## src/rtl/tcb_pkg.sv

```systemverilog
package tcb_pkg;

  typedef enum logic [1:0] {
    OP_COPY = 2'd0,
    OP_FILL = 2'd1,
    OP_RUN  = 2'd2,
    OP_NONE = 2'd3
  } tcb_op_e;

  typedef enum logic [2:0] {
    ST_IDLE,
    ST_CP_RD,
    ST_CP_WAIT,
    ST_CP_WR,
    ST_FILL,
    ST_RUN,
    ST_DONE
  } tcb_state_e;

  // cell word: attribute {bg, fg} in the upper byte, code in the lower byte
  function automatic logic [15:0] tcb_cell(input logic [7:0] code,
                                           input logic [3:0] fg,
                                           input logic [3:0] bg);
    return {bg, fg, code};
  endfunction

endpackage

```

## src/rtl/tcb_ptr.sv

```systemverilog
// Address stepper: keeps a row base and a cell pointer, moving forward or
// backward by one cell or by one row.
module tcb_ptr #(
  parameter int ADDR_W = 10,
  parameter int COLS   = 40
) (
  input  logic              clk,
  input  logic              rst,
  input  logic              load,
  input  logic [ADDR_W-1:0] start,
  input  logic              rev,
  input  logic              step_col,
  input  logic              step_row,
  output logic [ADDR_W-1:0] addr
);
  localparam logic [ADDR_W-1:0] ROW_STEP = ADDR_W'(COLS);
  localparam logic [ADDR_W-1:0] ONE      = ADDR_W'(1);

  logic [ADDR_W-1:0] row_q, ptr_q, next_row;
  logic              rev_q;

  assign next_row = rev_q ? (row_q - ROW_STEP) : (row_q + ROW_STEP);
  assign addr     = ptr_q;

  always_ff @(posedge clk) begin
    if (rst) begin
      row_q <= '0;
      ptr_q <= '0;
      rev_q <= 1'b0;
    end else if (load) begin
      row_q <= start;
      ptr_q <= start;
      rev_q <= rev;
    end else if (step_row) begin
      row_q <= next_row;
      ptr_q <= next_row;
    end else if (step_col) begin
      ptr_q <= rev_q ? (ptr_q - ONE) : (ptr_q + ONE);
    end
  end
endmodule

```

## src/rtl/tcb_walk.sv

```systemverilog
// Rectangle walker: counts columns and rows, flags row end and last cell.
module tcb_walk #(
  parameter int W_W = 6,
  parameter int H_W = 5
) (
  input  logic           clk,
  input  logic           rst,
  input  logic           load,
  input  logic [W_W-1:0] width,
  input  logic [H_W-1:0] height,
  input  logic           adv,
  output logic           row_end,
  output logic           last
);
  logic [W_W-1:0] cx_q, w_q;
  logic [H_W-1:0] cy_q, h_q;

  assign row_end = (cx_q == (w_q - W_W'(1)));
  assign last    = row_end && (cy_q == (h_q - H_W'(1)));

  always_ff @(posedge clk) begin
    if (rst) begin
      cx_q <= '0;
      cy_q <= '0;
      w_q  <= '0;
      h_q  <= '0;
    end else if (load) begin
      cx_q <= '0;
      cy_q <= '0;
      w_q  <= width;
      h_q  <= height;
    end else if (adv) begin
      if (row_end) begin
        cx_q <= '0;
        cy_q <= cy_q + H_W'(1);
      end else begin
        cx_q <= cx_q + W_W'(1);
      end
    end
  end
endmodule

```

## src/rtl/tcb_engine.sv

```systemverilog
module tcb_engine #(
  parameter  int VIRT_WIDTH = 320,
  parameter  int ROWS       = 25,
  localparam int COLS       = VIRT_WIDTH / 8,
  localparam int CELLS      = COLS * ROWS,
  localparam int ADDR_W     = $clog2(CELLS),
  localparam int X_W        = $clog2(COLS),
  localparam int Y_W        = $clog2(ROWS),
  localparam int W_W        = $clog2(COLS + 1),
  localparam int H_W        = $clog2(ROWS + 1),
  localparam int LEN_W      = $clog2(CELLS + 1)
) (
  input  logic              clk,
  input  logic              rst,
  input  logic              cmd_valid,
  output logic              cmd_ready,
  input  logic [1:0]        cmd_op,
  input  logic [X_W-1:0]    cmd_src_x,
  input  logic [Y_W-1:0]    cmd_src_y,
  input  logic [X_W-1:0]    cmd_dst_x,
  input  logic [Y_W-1:0]    cmd_dst_y,
  input  logic [W_W-1:0]    cmd_width,
  input  logic [H_W-1:0]    cmd_height,
  input  logic [3:0]        cmd_fg,
  input  logic [3:0]        cmd_bg,
  input  logic [7:0]        cmd_fill_idx,
  input  logic [LEN_W-1:0]  cmd_run_len,
  input  logic              glyph_valid,
  output logic              glyph_ready,
  input  logic [7:0]        glyph_idx,
  output logic [ADDR_W-1:0] mem_addr,
  output logic              mem_re,
  output logic              mem_we,
  output logic [15:0]       mem_wdata,
  input  logic [15:0]       mem_rdata,
  output logic              done
);
  import tcb_pkg::*;

  tcb_state_e        state_q;
  logic [3:0]        fg_q, bg_q;
  logic [7:0]        fill_q;
  logic [LEN_W-1:0]  len_q;
  logic [ADDR_W-1:0] addr_q;
  logic [15:0]       wdata_q;
  logic              re_q, we_q;

  logic accept, empty, copy_rev, take, adv, row_end, last, finish;
  logic [ADDR_W-1:0] src_fwd, src_rev, dst_fwd, dst_rev;
  logic [ADDR_W-1:0] ptr_start [2];
  logic [ADDR_W-1:0] ptr_addr  [2];

  assign cmd_ready   = (state_q == ST_IDLE);
  assign done        = (state_q == ST_DONE);
  assign glyph_ready = (state_q == ST_RUN);
  assign mem_addr    = addr_q;
  assign mem_re      = re_q;
  assign mem_we      = we_q;
  assign mem_wdata   = wdata_q;

  assign accept = cmd_valid && cmd_ready;
  assign empty  = (cmd_width == '0) || (cmd_height == '0) ||
                  (tcb_op_e'(cmd_op) == OP_NONE) ||
                  ((tcb_op_e'(cmd_op) == OP_RUN) && (cmd_run_len == '0));

  // forward only when the source lies below, or level and to the right
  assign copy_rev = (tcb_op_e'(cmd_op) == OP_COPY) &&
                    !((cmd_src_y > cmd_dst_y) ||
                      ((cmd_src_y == cmd_dst_y) && (cmd_src_x > cmd_dst_x)));

  always_comb begin
    src_fwd = ADDR_W'(int'(cmd_src_y) * COLS + int'(cmd_src_x));
    dst_fwd = ADDR_W'(int'(cmd_dst_y) * COLS + int'(cmd_dst_x));
    src_rev = ADDR_W'((int'(cmd_src_y) + int'(cmd_height) - 1) * COLS +
                      int'(cmd_src_x) + int'(cmd_width) - 1);
    dst_rev = ADDR_W'((int'(cmd_dst_y) + int'(cmd_height) - 1) * COLS +
                      int'(cmd_dst_x) + int'(cmd_width) - 1);
  end

  assign ptr_start[0] = copy_rev ? src_rev : src_fwd;
  assign ptr_start[1] = copy_rev ? dst_rev : dst_fwd;

  assign take   = glyph_valid && glyph_ready;
  assign adv    = (state_q == ST_CP_WR) || (state_q == ST_FILL) || take;
  assign finish = adv && (last || ((state_q == ST_RUN) && (len_q == LEN_W'(1))));

  // index 0 walks the source, index 1 the destination
  for (genvar g = 0; g < 2; g++) begin : g_ptr
    tcb_ptr #(.ADDR_W(ADDR_W), .COLS(COLS)) ptr_i (
      .clk      (clk),
      .rst      (rst),
      .load     (accept),
      .start    (ptr_start[g]),
      .rev      (copy_rev),
      .step_col (adv && !row_end),
      .step_row (adv && row_end),
      .addr     (ptr_addr[g])
    );
  end

  tcb_walk #(.W_W(W_W), .H_W(H_W)) walk_i (
    .clk     (clk),
    .rst     (rst),
    .load    (accept),
    .width   (cmd_width),
    .height  (cmd_height),
    .adv     (adv),
    .row_end (row_end),
    .last    (last)
  );

  always_ff @(posedge clk) begin
    if (rst) begin
      state_q <= ST_IDLE;
      fg_q    <= '0;
      bg_q    <= '0;
      fill_q  <= '0;
      len_q   <= '0;
      addr_q  <= '0;
      wdata_q <= '0;
      re_q    <= 1'b0;
      we_q    <= 1'b0;
    end else begin
      re_q <= 1'b0;
      we_q <= 1'b0;
      unique case (state_q)
        ST_IDLE: begin
          if (accept) begin
            fg_q   <= cmd_fg;
            bg_q   <= cmd_bg;
            fill_q <= cmd_fill_idx;
            len_q  <= cmd_run_len;
            if (empty)                                 state_q <= ST_DONE;
            else if (tcb_op_e'(cmd_op) == OP_COPY)     state_q <= ST_CP_RD;
            else if (tcb_op_e'(cmd_op) == OP_FILL)     state_q <= ST_FILL;
            else                                       state_q <= ST_RUN;
          end
        end
        ST_CP_RD: begin
          re_q    <= 1'b1;
          addr_q  <= ptr_addr[0];
          state_q <= ST_CP_WAIT;
        end
        ST_CP_WAIT: state_q <= ST_CP_WR;
        ST_CP_WR: begin
          we_q    <= 1'b1;
          addr_q  <= ptr_addr[1];
          wdata_q <= mem_rdata;
          state_q <= finish ? ST_DONE : ST_CP_RD;
        end
        ST_FILL: begin
          we_q    <= 1'b1;
          addr_q  <= ptr_addr[1];
          wdata_q <= tcb_cell(fill_q, fg_q, bg_q);
          if (finish) state_q <= ST_DONE;
        end
        ST_RUN: begin
          if (take) begin
            we_q    <= 1'b1;
            addr_q  <= ptr_addr[1];
            wdata_q <= tcb_cell(glyph_idx, fg_q, bg_q);
            len_q   <= len_q - LEN_W'(1);
            if (finish) state_q <= ST_DONE;
          end
        end
        ST_DONE: state_q <= ST_IDLE;
        default: state_q <= ST_IDLE;
      endcase
    end
  end
endmodule

```

## config.mk

```make
export PLATFORM = sky130hd
export DESIGN_NAME = tcb_engine
export DESIGN_NICKNAME = d
export VERILOG_FILES = /design/src/rtl/tcb_pkg.sv /design/src/rtl/tcb_ptr.sv /design/src/rtl/tcb_walk.sv /design/src/rtl/tcb_engine.sv
export SDC_FILE = /design/constraint.sdc
export NUM_CORES = 1
export LEC_CHECK = 0
export ABC_AREA = 1
export BUFFER_PORTS_ARGS = -buffer_cell sky130_fd_sc_hd__buf_2
export CAP_MARGIN = 20
export CORE_MARGIN = 2
export CORE_UTILIZATION = 60
export CTS_CLUSTER_DIAMETER = 60
export DETAILED_ROUTE_END_ITERATION = 10
export PLACE_DENSITY = 0.84
export SETUP_SLACK_MARGIN = 0.1
export SYNTH_ARGS = -nofsm -noshare
export SYNTH_HDL_FRONTEND = slang
export SYNTH_SLANG_ARGS = --single-unit
```

## constraint.sdc

```tcl
create_clock -name clk -period 5.2 [get_ports clk]
set_clock_uncertainty 0.2 [all_clocks]
set_input_delay 0.26 -clock clk [delete_from_list [all_inputs] [get_ports clk]]
set_output_delay 0.26 -clock clk [all_outputs]
set_load 0.005 [all_outputs]
```

==> flow_summary.ini, run 1 <==
[timing]
hold_violations = 0
fin_crit_ns = 4.645
slew_violations = 0
max_slew_margin = 0.4144
max_slew.worst_pin.slew_ns = 0.8783
tns_ns = 0
setup_viol = 0
rsz0062_at_grt = no
fmax_mhz = 215.3
post-route-period-util = 0.8933
hold_ws_ns = 0.006787

[yosys]
syn_area_per_cell_um2 = 7.007
synth_area_um2 = 9789
synthCells = 1397
yosysWarnings = 0
yosysMostFrequentCell = nand2_1
synth_top_area_frac = 0.2454
ys_seq_area_frac = 0.2454
synth_edf_count = 0
yosys-top-cells-area = dfxtp_1 (25%), ha_1 (16%), nand2_1 (12%)
ys.flop_type = dfxtp_1
async_reset_ff_frac = 0
yosys.area.top_type = dfxtp_1
synthTopCellsByCount = nand2_1 (317), inv_1 (180), ha_1 (129)
yosysUniqueCellTypes = 46
yosys_register_bits = 120
synth_fp_nets = 1635

[grt]
grt_pass1_vias = 9686
gr-usage-all-layers = 0.3127
grt_max_degree = 58
grt_pass1_wl_um = 44790
overflow = 0
antenna_found_initial = 1

[cells_and_area]
drive_above_1_share = 0.1190
area_growth_pct = 17.86
stdcell_count = 1773
nets = 1780

[clock_tree]
clock-sinks = 120
root_buffer = clkbuf_16
htree_levels = 4
cts_made_buffers = 17
cts_tree = yes
clk_latency_ns = 0.42
post_cts_buffers = 0
ctsLongestPathBuffers = 2
path_clk_slew_ns = 0.06

[job]
cap_violations = 0

[floorplanning]
start_util = 0.6140
die_w_um = 131.7
num_rows = 46
dieArea_um2 = 17350
num_io_pins = 120
core-area_um2 = 15940
die_h_um = 131.7

[detailed_routing]
wl_per_cell_um = 15.38
vias = 10018
drtAntennaViolNets = 0
dr.pass1.iters = 8
drtIter0Drc = 755
drt-vias-per-instance = 5.650
drc_errors = 0
totalWireLength_um = 27270

[worst_setup_path]
crit_family = adder cells
crit_buf_inv = 6
worst_setup_path_start_kind = input port
crit_path_frequent_cell = nand2_1
crit_type = input port to flip-flop
critPathArrivalTime_ns = 4.77
worstPathRequired_ns = 5.32
crit_path_max_fanout = 4
crit_path_end_kind = flip-flop
slowest_delay_ns = 0.54
cpMaxStageDelayCell = dlygate4sd3_1

[place]
port_buffers = 119
routabilityCongestion = 0.9261
dp_cells = 1696
dp_hpwl_um = 18870

[power]
p_sw_frac = 0.4651
power.share.sequential = 0.239
p_per_area_nw_per_um2 = 538.3
netSwitchingPower_mw = 2.888
intPower_mw = 3.322
combPwrFrac = 0.570
clkPwrFrac = 0.190
power.leakage_nw = 5.724
ir_drop_mv = 0.4664

[min_path]
hold_path_class = input port to flip-flop

[outcome]
outcome = completed
-- cell usage in the layout, fill, tap and decap left out, types with 43 or more instances in the layout --
master / instances
nor2_1: 89
buf_2: 119
dlygate4sd3_1: 43
a21oi_1: 114
inv_1: 180
xor2_1: 43
nand2_1: 317
o21ai_0: 117
ha_1: 129
dfxtp_1: 120
nand3_1: 64
-- power by group through the flow --
stage | combinational, mW | clock [mW] | sequential [mW]
after floorplan | 2.64 | 0 | 1.43
after global placement | 3.29 | 0 | 1.48
after detailed placement | 3.39 | 0 | 1.48
after CTS | 3.49 | 1.19 | 1.47
after global routing | 4.02 | 1.23 | 1.52
final | 3.54 | 1.18 | 1.49
-- area by class of cell --
| class | instances | area (um^2) |
|---|---|---|
| multi-input cells | 1044 | 6481 |
| fillers | 1256 | 4405 |
| flip-flops and latches | 120 | 2402 |
| repair buffers | 168 | 1071 |
| inverters | 191 | 719.4 |
| clock buffers | 19 | 442.9 |
| well taps | 216 | 270.3 |
| clock inverters | 13 | 145.1 |
| diodes | 2 | 5.005 |
-- worst reg2reg max path, delay by kind of cell (launching register included) --
| kind | cells | cell delay (ns) |
|---|---|---|
| buf+inv | 3 | 1.39 |
| simple gates | 6 | 1.37 |
| flops | 1 | 0.42 |
-- cell families (layout without fill, tap and decap cells) --
kind of cell | Yosys count | in the layout | share of synthesized area
flops | 120 | 120 | 0.2454
compound gates | 307 | 307 | 0.1717
other cells | 0 | 2 | 0
fa+ha+maj | 149 | 149 | 0.2058
simple gates | 522 | 522 | 0.2256
xor+xnor | 66 | 66 | 0.05905
buf+inv | 233 | 391 | 0.09254
-- state kept, by name, summed over array words and instances (netlist names), 5 cells and up --
name and cells:
g_ptr.ptr_i.addr 20, g_ptr.ptr_i.row_q 20, mem_wdata 16, len_q 10
mem_addr 10, fill_q 8, walk_i.cx_q 6, walk_i.w_q 6
walk_i.cy_q 5, walk_i.h_q 5
-- metrics by stage --
step                total power, mW  cell area (um^2)  setup WS, ns  utilization
detailed placement            4.874             10510        0.5544       0.6595
finish                        6.210             11540        0.5549       0.7237
global placement              4.768             10510        0.6646       0.6595
CTS                           6.142             11530        0.5881       0.7234
floorplan                     4.070              9789         1.003            -
global route                  6.765             11530        0.1989       0.7235
-- per-layer routing --
metal,up-vias,track usage,routed length (um)
met1,4617,0.3820,11530
li1,4915,-,-
met3,79,0.04960,1631
met5,-,0,0
met2,407,0.5558,13260
met4,0,0.1147,848
-- final timing paths --
path,from,to,slack [ns],depth (start not counted)
hold / removal,cmd_run_len[1],len_q[1]$_SDFFE_PP0P_,0.007,3
hold reg to reg,fg_q[2]$_SDFFE_PP0P_,fg_q[2]$_SDFFE_PP0P_,0.26,2
setup / recovery,cmd_height[3],g_ptr[1].ptr_i.addr[9]$_SDFFE_PP0P_,0.55,27
setup reg to reg,state_q[0]$_SDFFE_PP0P_,walk_i.cx_q[3]$_SDFFE_PP0P_,1.72,9
-- what timing repair did --
item / 4_1_cts / 5_1_grt
setup endpoints to repair: 0 / 0
resized for setup: 0 / 0
hold buffers: 43 / 0
hold endpoints to repair: 35 / 0
Power figures use the tool's default switching activity.
==> run 2: changes to the inputs <==
CORE_UTILIZATION = 61   (was 60)
PLACE_DENSITY = 0.85   (was 0.84)
SYNTH_HIERARCHICAL = 1   (was default)
==> run 2 against run 1 <==
Total power rose by 6.4%. Routed wire length grew 3.0%. Cell area rose by 7.9%. Via count up 8.5%. Sequential power barely moved. Clock power about the same. Worst setup slack got worse by 0.044 ns. Flip-flop and latch count up 1. Non-clock buffer count rose by 1. Die area up 7.0%. First-iteration DRC count fell by 1.3%.
==> flow_summary.ini, run 2 <==
[worst_setup_path]
crit_end = g_ptr[0].ptr_i/addr[9]$_SDFFE_PP0P_
crit_buf_inv = 6
cpMaxStageDelayCell = fa_1
crit_family = adder cells
crit_path_frequent_cell = nand2_1
crit_type = input port to flip-flop
worst_setup_path_start_kind = input port
r2r-start = state_q[0]$_SDFFE_PP0P_
reg2reg_slack_ns = 1.53
path_depth = 26
worstPathRequired_ns = 5.36
rr_endpoint = g_ptr[1].ptr_i/addr[1]$_SDFFE_PP0P_
setup.worst_path.start = cmd_height[3]
slowest_delay_ns = 0.58
reg2reg_depth = 12
crit_path_end_kind = flip-flop
critPathArrivalTime_ns = 4.85
crit_path_max_fanout = 5

[timing]
max_slew.worst_pin.slew_ns = 0.8953
post-route-period-util = 0.9018
fmax_mhz = 213.2
tns_ns = 0
hold_ws_ns = 0.006180
max_slew_margin = 0.4009
slew_violations = 0
setup_viol = 0
rsz0062_at_grt = no
fin_crit_ns = 4.689
hold_violations = 0

[detailed_routing]
wl_per_cell_um = 14.24
vias = 10868
dr.pass1.iters = 5
drtAntennaViolNets = 0
drtIter0Drc = 745
drt-vias-per-instance = 5.511
totalWireLength_um = 28090
drc_errors = 0

[yosys]
yosys-top-cells-area = dfxtp_1 (23%), ha_1 (15%), nand2_1 (13%)
yosysMostFrequentCell = nand2_1
synthCells = 1581
yosysWarnings = 6
yosysUniqueCellTypes = 47
yosys.area.top_type = dfxtp_1
synth_fp_nets = 1819
ys.flop_type = dfxtp_1
synth_top_area_frac = 0.2270
ys_seq_area_frac = 0.2270
async_reset_ff_frac = 0
yosys_register_bits = 121
synthTopCellsByCount = nand2_1 (370), inv_1 (245), nor2_1 (133)
syn_area_per_cell_um2 = 6.751
synth_edf_count = 0
synth_area_um2 = 10670

[min_path]
hold_path_depth = 3
hold_path_class = input port to flip-flop

[grt]
use_met2 = 0.5087
grt_pass1_wl_um = 46300
overflow = 0
antenna_found_initial = 0
grt_pass1_vias = 10319
grt_most_used_layer = met2
gr-usage-all-layers = 0.3076
use_met3 = 0.04810
use_met1 = 0.3839
grt_max_degree = 46

[cells_and_area]
layout_common_cells = nand2_1 (370), inv_1 (245), nor2_1 (133), ha_1 (127), dfxtp_1 (121)
nets = 1971
final_common_cell = nand2_1
area_growth_pct = 16.69
fillers = 1344
drive_above_1_share = 0.1260

[floorplanning]
num_io_pins = 120
start_util = 0.6214
num_rows = 48
dieArea_um2 = 18570
core-area_um2 = 17180
die_h_um = 136.3
die_w_um = 136.3

[place]
dp_hpwl_um = 20290
port_buffers = 119
routabilityCongestion = 0.9250

[clock_tree]
clk_latency_ns = 0.43
clock-sinks = 121
path_clk_slew_ns = 0.06
ctsLongestPathBuffers = 2
cts_made_buffers = 17
htree_levels = 4
post_cts_buffers = 0
cts_tree = yes
root_buffer = clkbuf_16

[job]
cap_violations = 0

[power]
finalPower_mw = 6.605
p_per_area_nw_per_um2 = 530.3
ir_drop_mv = 0.3160
power.leakage_nw = 6.484

[outcome]
outcome = completed
run 2: cell count changes in the layout (fill, tap and decap cells not counted), sizes merged, moves of 10 or more:
cell	previous run	this run
inv	192	271
nand2	319	379
nand3	66	88
nor2	91	147
o21ai	124	145
o22ai	12	1
xnor2	23	13
run 2: worst min-delay path by stage:
stage	to	slack, ns	start
floorplan	len_q[1]$_SDFFE_PP0P_	0.14	rst
global route	walk_i/w_q[3]$_SDFFE_PP0P_	0.01	cmd_width[3]
global placement	fill_q[4]$_SDFFE_PP0P_	0.24	fill_q[4]$_SDFFE_PP0P_
CTS	walk_i/w_q[3]$_SDFFE_PP0P_	0.0003	cmd_width[3]
detailed placement	fill_q[2]$_SDFFE_PP0P_	0.25	fill_q[2]$_SDFFE_PP0P_
finish	walk_i/w_q[3]$_SDFFE_PP0P_	0.006	cmd_width[3]
run 2: per-layer routing:
layer  part of all wire  wire, um
met1               0.43     11950
met2               0.47     13250
met3              0.059      1648
met4              0.044      1245
met5                  0         0
run 2: repair_timing:
item / CTS / global route
hold buffers: 48 / 0
endpoints found under the setup margin: 0 / 1
endpoints found under the hold margin: 40 / 0
gates resized for setup: 0 / 5
run 2: stage by stage:
stage	std cells	setup WS, ns	cell area (um^2)	utilization
after floorplan	1581	0.9211	10670	-
after global placement	1890	0.5888	11350	0.6606
after detailed placement	1890	0.4398	11350	0.6606
after CTS	1970	0.4999	12410	0.7225
after global routing	1971	0.1218	12450	0.7249
final	1972	0.5105	12450	0.7251
run 2: report_power, final:
| part | leakage [nW] | total (mW) | switching, mW | internal (mW) |
|---|---|---|---|---|
| combinational | 5.20 | 3.96 | 2.47 | 1.48 |
| clock | 0.289 | 1.17 | 0.488 | 0.677 |
| sequential | 0.995 | 1.48 | 0.257 | 1.22 |
| total | 6.48 | 6.61 | 3.22 | 3.38 |
run 2: layout make-up:
| class | instances | area [um^2] | area share |
|---|---|---|---|
| clock inverter | 15 | 156.4 | 0.01256 |
| multi-input combinational | 1162 | 7082 | 0.5686 |
| tap | 225 | 281.5 | 0.02260 |
| clock buffer | 17 | 425.4 | 0.03416 |
| inverter | 262 | 985.9 | 0.07916 |
| sequential | 121 | 2422 | 0.1945 |
| timing repair buffer | 169 | 1099 | 0.08821 |
| antenna | 1 | 2.502 | 0.0002009 |
run 2: worst register-to-register path, cell delays in order, from the launching register on:
cell	delay, ns
dfxtp_1	0.56
nand2_1	0.11
nor2_2	0.40
inv_1	0.17
nand3_4	0.43
inv_1	0.17
nor2_1	0.46
inv_2	0.16
nand2_8	0.16
nor2_8	0.05
inv_2	0.29
o21ai_0	0.21
a31oi_1	0.22
run 2: logic make-up (layout without fill, tap and decap cells):
| group | count (synthesis) | count (layout) | synth area share |
|---|---|---|---|
| flops | 121 | 121 | 0.2270 |
| compound gates | 308 | 308 | 0.1592 |
| fa+ha+maj | 149 | 149 | 0.1887 |
| simple gates | 657 | 657 | 0.2712 |
| buf+inv | 298 | 463 | 0.1121 |
| xor+xnor | 48 | 48 | 0.04185 |
| other cells | 0 | 1 | 0 |
==> run 3: changes to the inputs <==
ABC_AREA = default   (was 1)
CORE_UTILIZATION = 64   (was 61)
PLACE_DENSITY = 0.89   (was 0.85)
clock period = 5.9 ns   (was 5.2 ns; I/O delays follow)
==> run 3 against run 2 <==
Routed wire length fell by 6.3%. Critical path type unchanged. Largest power group unchanged. Non-clock buffer count fell by 12. Critical endpoint is now g_ptr[0].ptr_i/row_q[9]$_SDFFE_PP0N_. Core utilization rose by 3.4 points. Sequential share of layout area rose by 1.5 points. Synthesized cell count fell by 24%. Critical path depth fell by 4.
==> flow_summary.ini, run 3 <==
[yosys]
ys.flop_type = dfxtp_1
async_reset_ff_frac = 0
synth_edf_count = 0
yosys-top-cells-area = dfxtp_1 (24%), ha_1 (16%), mux2i_1 (7.0%)
yosys_register_bits = 121
synthXorXnorAreaFrac = 0.06808
yosys.area_share.simple = 0.1554
synthCells = 1208
ys_seq_area_frac = 0.2418
synth_fa_ha_area_frac = 0.2011
synth_fp_nets = 1446
synthTopCellsByCount = ha_1 (129), dfxtp_1 (121), inv_1 (113)
yosysWarnings = 6
synth_compound_area_frac = 0.1904
synth_area_um2 = 10020
synthMuxAreaShare = 0.07670
yosysUniqueCellTypes = 73
synth_top_area_frac = 0.2418
synth_top_family_by_area = adder cells
yosys.area.top_type = dfxtp_1
yosysMostFrequentCell = ha_1
syn_area_per_cell_um2 = 8.291

[worst_setup_path]
crit_path_frequent_cell = ha_1
slowest_delay_ns = 0.59
cpMaxStageDelayCell = fa_1
path_depth = 22
crit_family = adder cells
crit_chain = dlygate4sd3_1 -> buf_2 -> inv_1 -> ha_1 -> inv_1 -> ha_1 -> and3_1 -> or3_1 -> and2_1 -> ha_1 -> fa_1 -> inv_1 -> ha_1 -> ha_1 -> o21a_1 -> nor2_1 -> a21oi_1 -> xnor2_1 -> mux2i_1 -> a22o_1 -> a31oi_1 -> a21oi_1
worstPathRequired_ns = 5.98
crit_path_max_fanout = 4
crit_buf_inv = 5
crit_path_end_kind = flip-flop
worst_setup_path_start_kind = input port
reg2reg_depth = 15
critPathArrivalTime_ns = 5.13
crit_type = input port to flip-flop

[floorplanning]
die_h_um = 129.1
dieArea_um2 = 16670
num_rows = 45
num_io_pins = 120
start_util = 0.6564
core-area_um2 = 15260
die_w_um = 129.1

[timing]
max_slew_margin = 0.3184
rsz0062_at_grt = no
tns_ns = 0
setup_viol = 0
slew_violations = 0
max_slew.worst_pin.slew_ns = 1.020
fin_crit_ns = 5.053
hold_violations = 0
post-route-period-util = 0.8565
fmax_mhz = 197.9

[cells_and_area]
area_growth_pct = 15.59
final_common_cell = ha_1
layout_common_cells = ha_1 (129), dfxtp_1 (121), buf_2 (118), inv_1 (113), nand2_1 (109)
stdcell_count = 1560
stdcell_area_um2 = 11580
drive_above_1_share = 0.1373
nets = 1572

[grt]
grt_max_degree = 52
overflow = 0
antenna_found_initial = 1
grt_pass1_vias = 9118
grt_pass1_wl_um = 42330
gr-usage-all-layers = 0.3153

[clock_tree]
post_cts_buffers = 0
cts_hold_buf = 29
htree_levels = 4
ctsLongestPathBuffers = 2
cts_tree = yes
root_buffer = clkbuf_16
path_clk_slew_ns = 0.06
cts_resized = 0
clk_latency_ns = 0.42
clock-sinks = 121
cts_made_buffers = 17

[place]
dp_hpwl_um = 18170
routabilityCongestion = 0.9035
dp_cells = 1497
placed_area_um2 = 10720
port_buffers = 119

[detailed_routing]
wl_per_cell_um = 16.87
drc_errors = 0
dr.pass1.iters = 5
totalWireLength_um = 26310
drtIter0Drc = 824
drtAntennaViolNets = 0
drt-vias-per-instance = 6.107
vias = 9527

[power]
ir_drop_mv = 0.3970
p_per_area_nw_per_um2 = 467.9
power.leakage_nw = 5.402

[job]
cap_violations = 0

[outcome]
outcome = completed

[min_path]
hold_path_class = input port to flip-flop
hold_path_depth = 3
[run 3: power by group]
part           switching, mW  leakage [nW]  internal (mW)  total [mW]
clock                  0.385         0.272          0.616        1.00
combinational           1.73          4.14           1.35        3.07
sequential             0.257         0.992           1.08        1.34
total                   2.37          5.40           3.04        5.42
[run 3: stage by stage]
step	worst slack (ns)	utilization	power [mW]	hold slack [ns]
6_report	0.8466	0.7588	5.417	0.004308
4_1_cts	0.8921	0.7584	5.351	0.0002047
5_1_grt	0.6313	0.7586	5.820	0.01700
3_5_place_dp	0.9974	0.7025	4.307	0.2401
2_1_floorplan	1.431	-	3.662	0.2310
3_3_place_gp	1.104	0.7025	4.190	0.2381
[run 3: cells by family after synthesis]
kind of cell,after synthesis
adders and majority gates,149
DFF,121
buffers and inverters,166
AOI/OAI and AO/OA,298
xor gates and xnor gates,77
muxes,76
and+or+nand+nor,321
[run 3: worst paths after layout]
kind                              start                                   end  slack [ns]
max                       cmd_height[3]  g_ptr[0].ptr_i/row_q[9]$_SDFFE_PP0N_        0.85
min                        mem_rdata[4]             mem_wdata[4]$_SDFFE_PP0P_       0.004
max reg2reg  walk_i/w_q[0]$_SDFFE_PP0P_   g_ptr[0].ptr_i/addr[9]$_SDFFE_PP0P_        1.90
min reg2reg   mem_wdata[3]$_SDFFE_PP0P_             mem_wdata[3]$_SDFFE_PP0P_        0.25
[run 3: worst register-to-register path: cells and delay by family, from the launching register on]
family	cells	cell delay, ns
simple gates	4	1.22
compound gates	6	1.07
buf+inv	3	0.66
flops	1	0.40
fa+ha+maj	1	0.25
xor+xnor	1	0.14
[run 3: area by class of cell]
class                      instances  area (um^2)
timing repair buffer             157        955.9
tap                              211        264.0
clock inverter                    13        130.1
sequential                       121         2422
antenna                            2        5.005
multi-input combinational        921         6930
inverter                         116        436.7
fill                            1006         3681
clock buffer                      19        432.9
[run 3: layer usage]
layer	part of all wire	routed length (um)	GRT usage	up-vias
met2	0.49	12910	0.5319	405
met3	0.058	1532	0.06317	103
met1	0.41	10860	0.3835	4487
met5	0	0	0	-
li1	-	-	-	4532
met4	0.038	1001	0.1586	0
